## src/rtl/tlp_pack_pkg.sv

```systemverilog
package tlp_pack_pkg;
    parameter int TP_DW     = 64;
    parameter int TP_DESC_W = 128;
    parameter int TP_MAXW   = 4;
    localparam int TP_LEN_W = $clog2(TP_MAXW + 1);
    localparam int TP_IDX_W = (TP_MAXW > 1) ? $clog2(TP_MAXW) : 1;
    localparam int TP_PAD_W = 8;
    localparam int TP_EOP   = TP_DW + TP_PAD_W;
    localparam int TP_SOP   = TP_EOP + 1;
    localparam int TP_ERR   = TP_SOP + 1;
    localparam int TP_BUS_W = TP_ERR + 1;

    typedef struct packed {
        logic [TP_DESC_W-1:0]     desc;
        logic [TP_MAXW*TP_DW-1:0] pay;
        logic [TP_LEN_W-1:0]      words;
        logic                     np;
        logic                     err;
    } pkt_t;

    typedef enum logic [1:0] {
        S_IDLE    = 2'd0,
        S_DESC_HI = 2'd1,
        S_DESC_LO = 2'd2,
        S_PAYLOAD = 2'd3
    } seq_state_e;
endpackage

```

## src/rtl/tx_skid_fifo.sv

```systemverilog
module tx_skid_fifo
    import tlp_pack_pkg::*;
#(
    parameter int DEPTH  = 8,
    parameter int MARGIN = 3
) (
    input  logic clk,
    input  logic rst_n,
    input  logic push_valid,
    input  pkt_t push_pkt,
    output logic push_ready,
    input  logic pop,
    output logic empty,
    output pkt_t head
);
    localparam int AW = (DEPTH > 1) ? $clog2(DEPTH) : 1;
    localparam int CW = $clog2(DEPTH + 1);

    pkt_t          mem [DEPTH];
    logic [AW-1:0] wr_ptr;
    logic [AW-1:0] rd_ptr;
    logic [CW-1:0] count;
    logic          full;
    logic          do_push;
    logic          do_pop;

    assign full       = (count == CW'(DEPTH));
    assign empty      = (count == '0);
    assign do_push    = push_valid && !full;
    assign do_pop     = pop && !empty;
    assign head       = mem[rd_ptr];
    assign push_ready = (CW'(DEPTH) - count) > CW'(MARGIN);

    always_ff @(posedge clk) begin
        if (do_push) mem[wr_ptr] <= push_pkt;
    end

    always_ff @(posedge clk or negedge rst_n) begin
        if (!rst_n) begin
            wr_ptr <= '0;
            rd_ptr <= '0;
            count  <= '0;
        end else begin
            if (do_push) wr_ptr <= (wr_ptr == AW'(DEPTH - 1)) ? '0 : wr_ptr + 1'b1;
            if (do_pop)  rd_ptr <= (rd_ptr == AW'(DEPTH - 1)) ? '0 : rd_ptr + 1'b1;
            count <= count + CW'(do_push) - CW'(do_pop);
        end
    end

    // Source contract: it stops before the storage runs out.
    assert_no_overflow_R7: assert property (@(posedge clk) disable iff (!rst_n)
        push_valid |-> !full);
    assert_pop_nonempty_R6: assert property (@(posedge clk) disable iff (!rst_n)
        pop |-> !empty);
endmodule

```

## src/rtl/np_hold_slot.sv

```systemverilog
module np_hold_slot
    import tlp_pack_pkg::*;
(
    input  logic clk,
    input  logic rst_n,
    input  logic load,
    input  pkt_t load_pkt,
    input  logic take,
    output logic full,
    output pkt_t pkt
);
    always_ff @(posedge clk or negedge rst_n) begin
        if (!rst_n) begin
            full <= 1'b0;
            pkt  <= '0;
        end else if (load) begin
            full <= 1'b1;
            pkt  <= load_pkt;
        end else if (take) begin
            full <= 1'b0;
        end
    end

    assert_single_hold_R10: assert property (@(posedge clk) disable iff (!rst_n)
        load |-> !full);
    assert_take_when_held_R9: assert property (@(posedge clk) disable iff (!rst_n)
        take |-> full);
    assert_hold_is_np_R8: assert property (@(posedge clk) disable iff (!rst_n)
        load |-> load_pkt.np);
endmodule

```

## src/rtl/tx_beat_seq.sv

```systemverilog
module tx_beat_seq
    import tlp_pack_pkg::*;
(
    input  logic                clk,
    input  logic                rst_n,
    input  logic                fifo_empty,
    input  pkt_t                fifo_head,
    output logic                fifo_pop,
    input  logic                hold_full,
    input  pkt_t                hold_pkt,
    output logic                hold_load,
    output logic                hold_take,
    input  logic                np_mask,
    output logic                out_valid,
    input  logic                out_ready,
    output logic [TP_BUS_W-1:0] out_data
);
    seq_state_e          state, next_state;
    pkt_t                cur, next_cur;
    logic [TP_IDX_W-1:0] widx, next_widx;
    logic [TP_DW-1:0]    pay_w [TP_MAXW];
    logic                last_word;

    for (genvar g = 0; g < TP_MAXW; g++) begin : g_unpack
        assign pay_w[g] = cur.pay[g*TP_DW +: TP_DW];
    end

    assign last_word = (TP_LEN_W'(widx) + TP_LEN_W'(1)) == cur.words;

    // State register
    always_ff @(posedge clk or negedge rst_n) begin
        if (!rst_n) begin
            state <= S_IDLE;
            cur   <= '0;
            widx  <= '0;
        end else begin
            state <= next_state;
            cur   <= next_cur;
            widx  <= next_widx;
        end
    end

    // Transitions
    always_comb begin
        next_state = state;
        next_cur   = cur;
        next_widx  = widx;
        fifo_pop   = 1'b0;
        hold_load  = 1'b0;
        hold_take  = 1'b0;
        unique case (state)
            S_IDLE: begin
                if (hold_full && !np_mask) begin
                    hold_take  = 1'b1;
                    next_cur   = hold_pkt;
                    next_state = S_DESC_HI;
                end else if (!fifo_empty) begin
                    if (fifo_head.np && np_mask) begin
                        if (!hold_full) begin
                            hold_load = 1'b1;
                            fifo_pop  = 1'b1;
                        end
                    end else begin
                        fifo_pop   = 1'b1;
                        next_cur   = fifo_head;
                        next_state = S_DESC_HI;
                    end
                end
            end
            S_DESC_HI: if (out_ready) next_state = S_DESC_LO;
            S_DESC_LO: begin
                if (out_ready) begin
                    next_widx  = '0;
                    next_state = (cur.words == '0) ? S_IDLE : S_PAYLOAD;
                end
            end
            S_PAYLOAD: begin
                if (out_ready) begin
                    if (last_word) next_state = S_IDLE;
                    else           next_widx  = widx + 1'b1;
                end
            end
            default: next_state = S_IDLE;
        endcase
    end

    // Outputs
    always_comb begin
        out_valid = 1'b0;
        out_data  = '0;
        unique case (state)
            S_DESC_HI: begin
                out_valid           = 1'b1;
                out_data[TP_DW-1:0] = cur.desc[TP_DESC_W-1 -: TP_DW];
                out_data[TP_SOP]    = 1'b1;
                out_data[TP_ERR]    = cur.err;
            end
            S_DESC_LO: begin
                out_valid           = 1'b1;
                out_data[TP_DW-1:0] = cur.desc[TP_DW-1:0];
                out_data[TP_EOP]    = (cur.words == '0);
                out_data[TP_ERR]    = cur.err;
            end
            S_PAYLOAD: begin
                out_valid           = 1'b1;
                out_data[TP_DW-1:0] = pay_w[widx];
                out_data[TP_EOP]    = last_word;
                out_data[TP_ERR]    = cur.err;
            end
            default: ;
        endcase
    end

    assert_np_gate_R8: assert property (@(posedge clk) disable iff (!rst_n)
        ($past(state) == S_IDLE && state == S_DESC_HI && cur.np) |-> !$past(np_mask));
    assert_payload_idx_R3: assert property (@(posedge clk) disable iff (!rst_n)
        (state == S_PAYLOAD) |-> (TP_LEN_W'(widx) < cur.words));
endmodule

```

## src/rtl/tlp_beat_packer.sv

```systemverilog
module tlp_beat_packer
    import tlp_pack_pkg::*;
#(
    parameter int SKID_DEPTH  = 8,
    parameter int SKID_MARGIN = 3
) (
    input  logic                     clk,
    input  logic                     rst_n,
    input  logic                     in_valid,
    output logic                     in_ready,
    input  logic [TP_DESC_W-1:0]     in_desc,
    input  logic [TP_MAXW*TP_DW-1:0] in_payload,
    input  logic [TP_LEN_W-1:0]      in_words,
    input  logic                     in_np,
    input  logic                     in_err,
    input  logic                     np_mask,
    output logic                     out_valid,
    input  logic                     out_ready,
    output logic [TP_BUS_W-1:0]      out_data
);
    pkt_t in_pkt;
    pkt_t head_pkt;
    pkt_t held_pkt;
    logic fifo_empty, fifo_pop;
    logic hold_full, hold_load, hold_take;

    assign in_pkt = '{desc: in_desc, pay: in_payload, words: in_words,
                      np: in_np, err: in_err};

    tx_skid_fifo #(.DEPTH(SKID_DEPTH), .MARGIN(SKID_MARGIN)) u_fifo (
        .clk(clk), .rst_n(rst_n),
        .push_valid(in_valid), .push_pkt(in_pkt), .push_ready(in_ready),
        .pop(fifo_pop), .empty(fifo_empty), .head(head_pkt)
    );

    np_hold_slot u_hold (
        .clk(clk), .rst_n(rst_n),
        .load(hold_load), .load_pkt(head_pkt), .take(hold_take),
        .full(hold_full), .pkt(held_pkt)
    );

    tx_beat_seq u_seq (
        .clk(clk), .rst_n(rst_n),
        .fifo_empty(fifo_empty), .fifo_head(head_pkt), .fifo_pop(fifo_pop),
        .hold_full(hold_full), .hold_pkt(held_pkt),
        .hold_load(hold_load), .hold_take(hold_take),
        .np_mask(np_mask),
        .out_valid(out_valid), .out_ready(out_ready), .out_data(out_data)
    );

    assert_hold_stable_R6: assert property (@(posedge clk) disable iff (!rst_n)
        (out_valid && !out_ready) |=> (out_valid && $stable(out_data)));
    assert_pad_zero_R5: assert property (@(posedge clk) disable iff (!rst_n)
        out_data[TP_EOP-1:TP_DW] == '0);
    assert_idle_zero_R11: assert property (@(posedge clk) disable iff (!rst_n)
        !out_valid |-> (out_data == '0));
    assert_desc_two_beats_R4: assert property (@(posedge clk) disable iff (!rst_n)
        out_valid |-> !(out_data[TP_SOP] && out_data[TP_EOP]));
    assert_word_limit_R3: assert property (@(posedge clk) disable iff (!rst_n)
        in_valid |-> (in_words <= TP_LEN_W'(TP_MAXW)));
endmodule

```

## config.mk

```make
export PLATFORM = sky130hd
export DESIGN_NAME = tlp_beat_packer
export DESIGN_NICKNAME = d
export VERILOG_FILES = /design/src/rtl/tlp_pack_pkg.sv /design/src/rtl/tx_skid_fifo.sv /design/src/rtl/np_hold_slot.sv /design/src/rtl/tx_beat_seq.sv /design/src/rtl/tlp_beat_packer.sv
export SDC_FILE = /design/constraint.sdc
export NUM_CORES = 2
export LEC_CHECK = 0
export ABC_AREA = 0
export ABC_CLOCK_PERIOD_IN_PS = 32200
export CORE_MARGIN = 5
export CORE_UTILIZATION = 54
export CTS_CLUSTER_SIZE = 28
export DETAILED_ROUTE_END_ITERATION = 6
export DONT_BUFFER_PORTS = 1
export PLACE_DENSITY_LB_ADDON = 0.15
export SLEW_MARGIN = 20
export SYNTH_ARGS = -nofsm -noshare
export SYNTH_HDL_FRONTEND = slang
export SYNTH_SLANG_ARGS = --single-unit
```

## constraint.sdc

```tcl
create_clock -name clk -period 32.2 [get_ports clk]
set_input_delay 8.05 -clock clk [delete_from_list [all_inputs] [get_ports clk]]
set_output_delay 8.05 -clock clk [all_outputs]
set_load 0.01 [all_outputs]
```

Word level (Yosys, flattened, before mapping)
Memories as Yosys holds them, arrays and structs flattened.
Index checks and enable logic that the tools add are counted.
{"block": "classes", "n_addsub": 7, "order_cmp": 2, "n_eq_ne": 16, "mux": 41, "n_bitwise": 1, "reduce_logical": 16}
{"operator": "$mux 389", "count": 3}
{"operator": "$pmux 64 s3", "count": 1}
{"operator": "$bmux 64 s2", "count": 1}
{"operator": "$mux 64", "count": 2}
{"operator": "$mux 2", "count": 11}
{"operator": "$mux 1", "count": 18}
{"operator": "$ne 2x2->1 const B", "count": 5}
{"operator": "$pmux 2 s4", "count": 1}
{"operator": "$add 3x1->3 const B", "count": 2}
{"operator": "$eq 3x3->1 const B", "count": 2}
{"operator": "$mux 3", "count": 2}
{"operator": "$reduce_and 6->1", "count": 1}
{"operator": "$add 4x1->4", "count": 1}
{"operator": "$eq 2x2->1 const B", "count": 2}
{"operator": "$eq 4x4->1 const B", "count": 1}
{"operator": "$gt 4x2->1 const B", "count": 1}
{"operator": "$logic_and 1x1->1", "count": 4}
{"operator": "$logic_not 4->1", "count": 1}
{"operator": "$ne 2x1->1 const B", "count": 2}
{"operator": "$pmux 2 s2", "count": 1}
{"operator": "$reduce_and 4->1", "count": 1}
{"operator": "$reduce_bool 2->1", "count": 2}
{"operator": "$sub 4x1->4", "count": 1}
{"operator": "$sub 4x4->4 const A", "count": 1}
{"operator": "14 further kinds", "count": 16}
{"block": "word_totals", "register_bits": 792, "ram_bits": 3112, "in_bits": 394, "output_inout_bits": 77, "n_memories": 1}
{"name": "u_fifo.mem", "depth": 8, "width": 389, "read_ports": 1, "rd_ports_with_merged_regs": 0, "write_ports": 1, "line_no": "tx_skid_fifo.sv:19", "source": "pkt_t mem [DEPTH];"}

Depth between registers and ports, before layout
An unclocked memory read counts as a cell.
{"block": "logic_depth", "ltp_word": 8, "ltp_mapped": 13}

Hierarchy
From an unflattened synthesis, not the netlist that was laid out.
{"block": "unflattened", "hier_cells": 7058, "area_unflattened_um2": 155847.0}
{"module": "tx_skid_fifo", "n_inst": 1, "cells_per_inst": 4561, "area_each_um2": 117139.8, "seq_area_each_um2": 93699.9}
{"module": "tx_beat_seq", "n_inst": 1, "cells_per_inst": 1673, "area_each_um2": 23934.2, "seq_area_each_um2": 9809.4}
{"module": "np_hold_slot", "n_inst": 1, "cells_per_inst": 824, "area_each_um2": 14772.9, "seq_area_each_um2": 9759.4}

Least setup slack after synthesis
No wires, ideal clock.
{"block": "synth_timing", "path_kind": "input port to flip-flop", "start": "in in_valid", "end": "mem u_fifo.mem[0][0] (netlist name), enable pin", "setup_ns": 1.617, "arrival_ns": 34.637, "required_time_ns": 30.583, "slack_ns": -4.054, "cell_stages": 4, "cell_sequence": "a21bo_2 -> inv_1 -> nand2b_1 -> nor3_1"}
{"block": "synth_via", "elab_chain_cells": 3}
{"item": "from (decl)", "line_no": "tlp_beat_packer.sv:9", "source": "input logic in_valid,"}
{"item": "$logic_and 1x1->1", "line_no": "tx_skid_fifo.sv:29", "source": "assign do_push = push_valid && !full;"}
{"item": "named net u_fifo.do_push", "line_no": "tx_skid_fifo.sv:24", "source": "logic do_push;"}
{"item": "$mux 1", "line_no": "tx_skid_fifo.sv:35", "source": "if (do_push) mem[wr_ptr] <= push_pkt;"}
{"item": "$mux 1 (not written as such)", "line_no": "tx_skid_fifo.sv:35"}
{"item": "to (decl)", "line_no": "tx_skid_fifo.sv:19"}
The timed path passes the listed nets, and every way through them passes these cells.

Final worst setup path
{"block": "layout_timing", "start": "reg u_seq.widx[0]", "end": "out out_data[24]"}
{"block": "layout_via", "elab_chain_cells": 5}
{"item": "from (decl)", "line_no": "tx_beat_seq.sv:20", "source": "logic [TP_IDX_W-1:0] widx, next_widx;"}
{"item": "from (signal assigned)", "line_no": "tx_beat_seq.sv:39", "source": "widx <= next_widx;"}
{"item": "$not 2->3 (not written as such)", "line_no": "tx_beat_seq.sv:106", "source": "out_data[TP_DW-1:0] = pay_w[widx];"}
{"item": "$bmux 64 s2", "line_no": "tx_beat_seq.sv:106"}
{"item": "$mux 64 (not written as such) (2 in series)", "line_no": "tx_beat_seq.sv:106"}
{"item": "$pmux 64 s3", "line_no": "tx_beat_seq.sv:91", "source": "unique case (state)"}
{"item": "to (decl)", "line_no": "tlp_beat_packer.sv:19", "source": "output logic [TP_BUS_W-1:0] out_data"}
No other way between the ends. The select of a mux whose other input is x is not followed.

==> flow_summary.json <==
{
  "status": "finished with violations",
  "violations": "DRC",
  "yosys.area.top_type": "edfxtp_1",
  "firstDrtPassIters": 7,
  "core_mm2": 0.283,
  "min_path_type": "register to register",
  "routed_via_density": 6.22,
  "numClockSinks": 3903,
  "cts.clk_slew.worst_paths_ns": 0.06,
  "async_flop_share_pct": 20.3,
  "drc": 2,
  "nets": 7468,
  "placedCellCount": 10405,
  "syn_avg_cell_area_um2": 22.2,
  "worst-path-max-fanout": 40,
  "cts-resized-gates": 0,
  "grt_overflow": 0,
  "synthFlopType": "edfxtp_1",
  "p_leak_nw": 58.3,
  "antenna_found_initial": 32,
  "cts_buffers": 395,
  "start_kind": "register",
  "routed_wl_um": 380000,
  "synth.area.top_cells": "edfxtp_1 61%, dfrtp_1 13%, mux4_2 12%, mux2_2 9.5%, mux2_1 2.3%",
  "drv_slew": 0,
  "initial_utilization_pct": 54.4,
  "post-dp-hpwl_um": 237000,
  "worst_slack_ns": 20.02,
  "cts.path.max_buffers": 4,
  "fin_cells": 11186,
  "cp.arrival_ns": 4.13,
  "io_pins": 471,
  "synth_edf_count": 3112,
  "gr-usage-all-layers_pct": 25.7,
  "fin_crit_sh_pct": 37.8,
  "fillerInstances": 19456,
  "power_density_mw_per_mm2": 99.3,
  "setup_violations": 0,
  "synth_seq_area_share_pct": 73.7,
  "drv_cap": 0,
  "synth_seq_cells": 3903,
  "drive_gt1_share_pct": 38.7,
  "rows": 195,
  "ir_drop_uv": 95.9,
  "wl_per_cell_um": 33.9,
  "io_buffers": 0,
  "die_h_um": 544,
  "first_global_vias": 71392,
  "fin_crit_ns": 12.18,
  "regArea_mm2": 0.113,
  "syn_inst": 6935,
  "drtIter0Drc": 6127,
  "fp.dieW_um": 544,
  "worstMarginPinSlew_ns": 1.22,
  "path_class": "register to primary output",
  "clock_latency_ns": 0.96,
  "syn2layout_area_growth_pct": 11.3,
  "multiInputGateArea_mm2": 0.0385,
  "fin_skew_ns": 0.0603,
  "synth.distinct_cells": 45,
  "die-area_mm2": 0.295,
  "post-cts-setup-buffers": 0,
  "hold_ws_ns": 0.480,
  "cts_root_buffer": "clkbuf_16",
  "grt_start_max_net_pins": 204,
  "cp.required_ns": 24.15,
  "cp-end-kind": "primary output",
  "yosysTopAreaCellShare_pct": 60.8,
  "total_power_mw": 17.0,
  "ant_nets": 0,
  "synth_warnings": 0,
  "cts_tree": "built",
  "htree_num_levels": 5,
  "report.final.hold_viol_count": 0,
  "syn_area_mm2": 0.154,
  "fmax_ghz": 0.0821,
  "grt_pass1_wl_um": 540000,
  "pre_cts_ws_ns": 19.27,
  "rsz0062_at_grt": "false",
  "synth.most_common_cell": "edfxtp_1",
  "hold_buffers": 0,
  "tns_ns": 0,
  "num_vias": 69562,
  "ys_top_cells_by_count": "3112 x edfxtp_1, 1301 x mux2_2, 841 x mux4_2, 791 x dfrtp_1, 316 x mux2_1",
  "place.gp.congestion": 0.816,
  "slew_headroom_pct": 18.5
}
## cells in the final DEF (no fill, tap or decap), drive strengths merged, types with 2 or more instances in the layout
master | netlist | routed
a21oi | 7 | 7
a221oi | 2 | 2
a22o | 67 | 67
and2 | 3 | 3
and3 | 4 | 4
buf | 214 | 119
bufinv | 0 | 38
clkbuf | 183 | 537
clkinv | 0 | 140
clkinvlp | 0 | 9
conb | 1 | 8
dfrtp | 791 | 791
diode | 0 | 43
edfxtp | 3112 | 3112
ha | 12 | 12
inv | 14 | 26
mux2 | 1617 | 1617
mux2i | 3 | 3
mux4 | 841 | 841
nand2 | 8 | 8
nand2b | 7 | 7
nand3 | 2 | 2
nand4 | 2 | 2
nor2 | 13 | 13
nor2b | 2 | 2
nor3 | 4 | 4
nor4 | 2 | 2
o21ai | 4 | 4
xnor2 | 3 | 3
xor2 | 3 | 3
## registers in the layout, indices dropped and copies added (netlist names)
name,cells
u_seq.widx,2
u_fifo.mem,3112
u_seq.cur,388
u_hold.pkt,388
u_seq.state,2
u_hold.full,1
u_fifo.rd_ptr,3
u_fifo.count,4
u_fifo.wr_ptr,3
## worst paths after layout
kind	slack (ns)	from	cells past startpoint	to
max	20.02	u_seq.widx[0]$_DFFE_PN0P_	4	out_data[24]
min	0.48	u_hold.pkt[242]$_DFFE_PN0P_	1	u_hold.pkt[242]$_DFFE_PN0P_
max reg2reg	26.26	u_fifo.rd_ptr[0]$_DFFE_PN0P_	8	u_seq.cur[201]$_DFFE_PN0P_
min reg2reg	0.48	u_hold.pkt[242]$_DFFE_PN0P_	1	u_hold.pkt[242]$_DFFE_PN0P_
max in group asynchronous	22.91	rst_n	3	u_fifo.rd_ptr[0]$_DFFE_PN0P_
min in group asynchronous	7.09	rst_n	1	u_seq.cur[327]$_DFFE_PN0P_
## final cells by class
type                    count  share of cell area, %
repair buffers            119                  0.721
multi-input cells        2628                   22.5
flip-flops and latches   3903                   66.2
well taps                3743                   2.74
clock buffers             537                   6.35
inverters                  14                 0.0307
clock inverters           199                   1.38
diodes                     43                 0.0629
## power breakdown
| part | leakage (nW) | internal (mW) | switching, mW |
|---|---|---|---|
| logic | 13.8 | 2.40 | 2.91 |
| clock network | 6.45 | 2.69 | 1.93 |
| registers | 38.1 | 6.53 | 0.532 |
| total | 58.3 | 11.6 | 5.37 |
## routing by layer
layer / global-route usage [%] / share of wire [%]
met1: 35.9 / 41
met2: 40.5 / 48
met3: 7.23 / 8.6
met4: 6.51 / 2.5
met5: 0 / 0.013
## worst max-delay path: stages (launching register included)
cell and delay (ns):
dfrtp_4 0.80, buf_4 0.80, mux4_2 0.76, mux2_2 0.38, a22o_1 0.33
## metrics by stage
step | utilization, % | cell area [um^2]
detailed placement | 55.8 | 158000
floorplan | - | 154000
CTS | 60.5 | 171000
global route | 60.5 | 171000
global placement | 55.7 | 158000
finish | 60.5 | 171000
## kinds of logic after synthesis
logic type	Yosys count	share of synthesized area (%)
other	1	0.00244
and+or+nand+nor	50	0.167
adders and majority gates	13	0.111
xor gates and xnor gates	6	0.0342
muxes	2461	24.2
DFF	3903	73.7
AOI/OAI and AO/OA	90	0.494
buffers and inverters	411	1.33
Power figures use the tool's default switching activity.
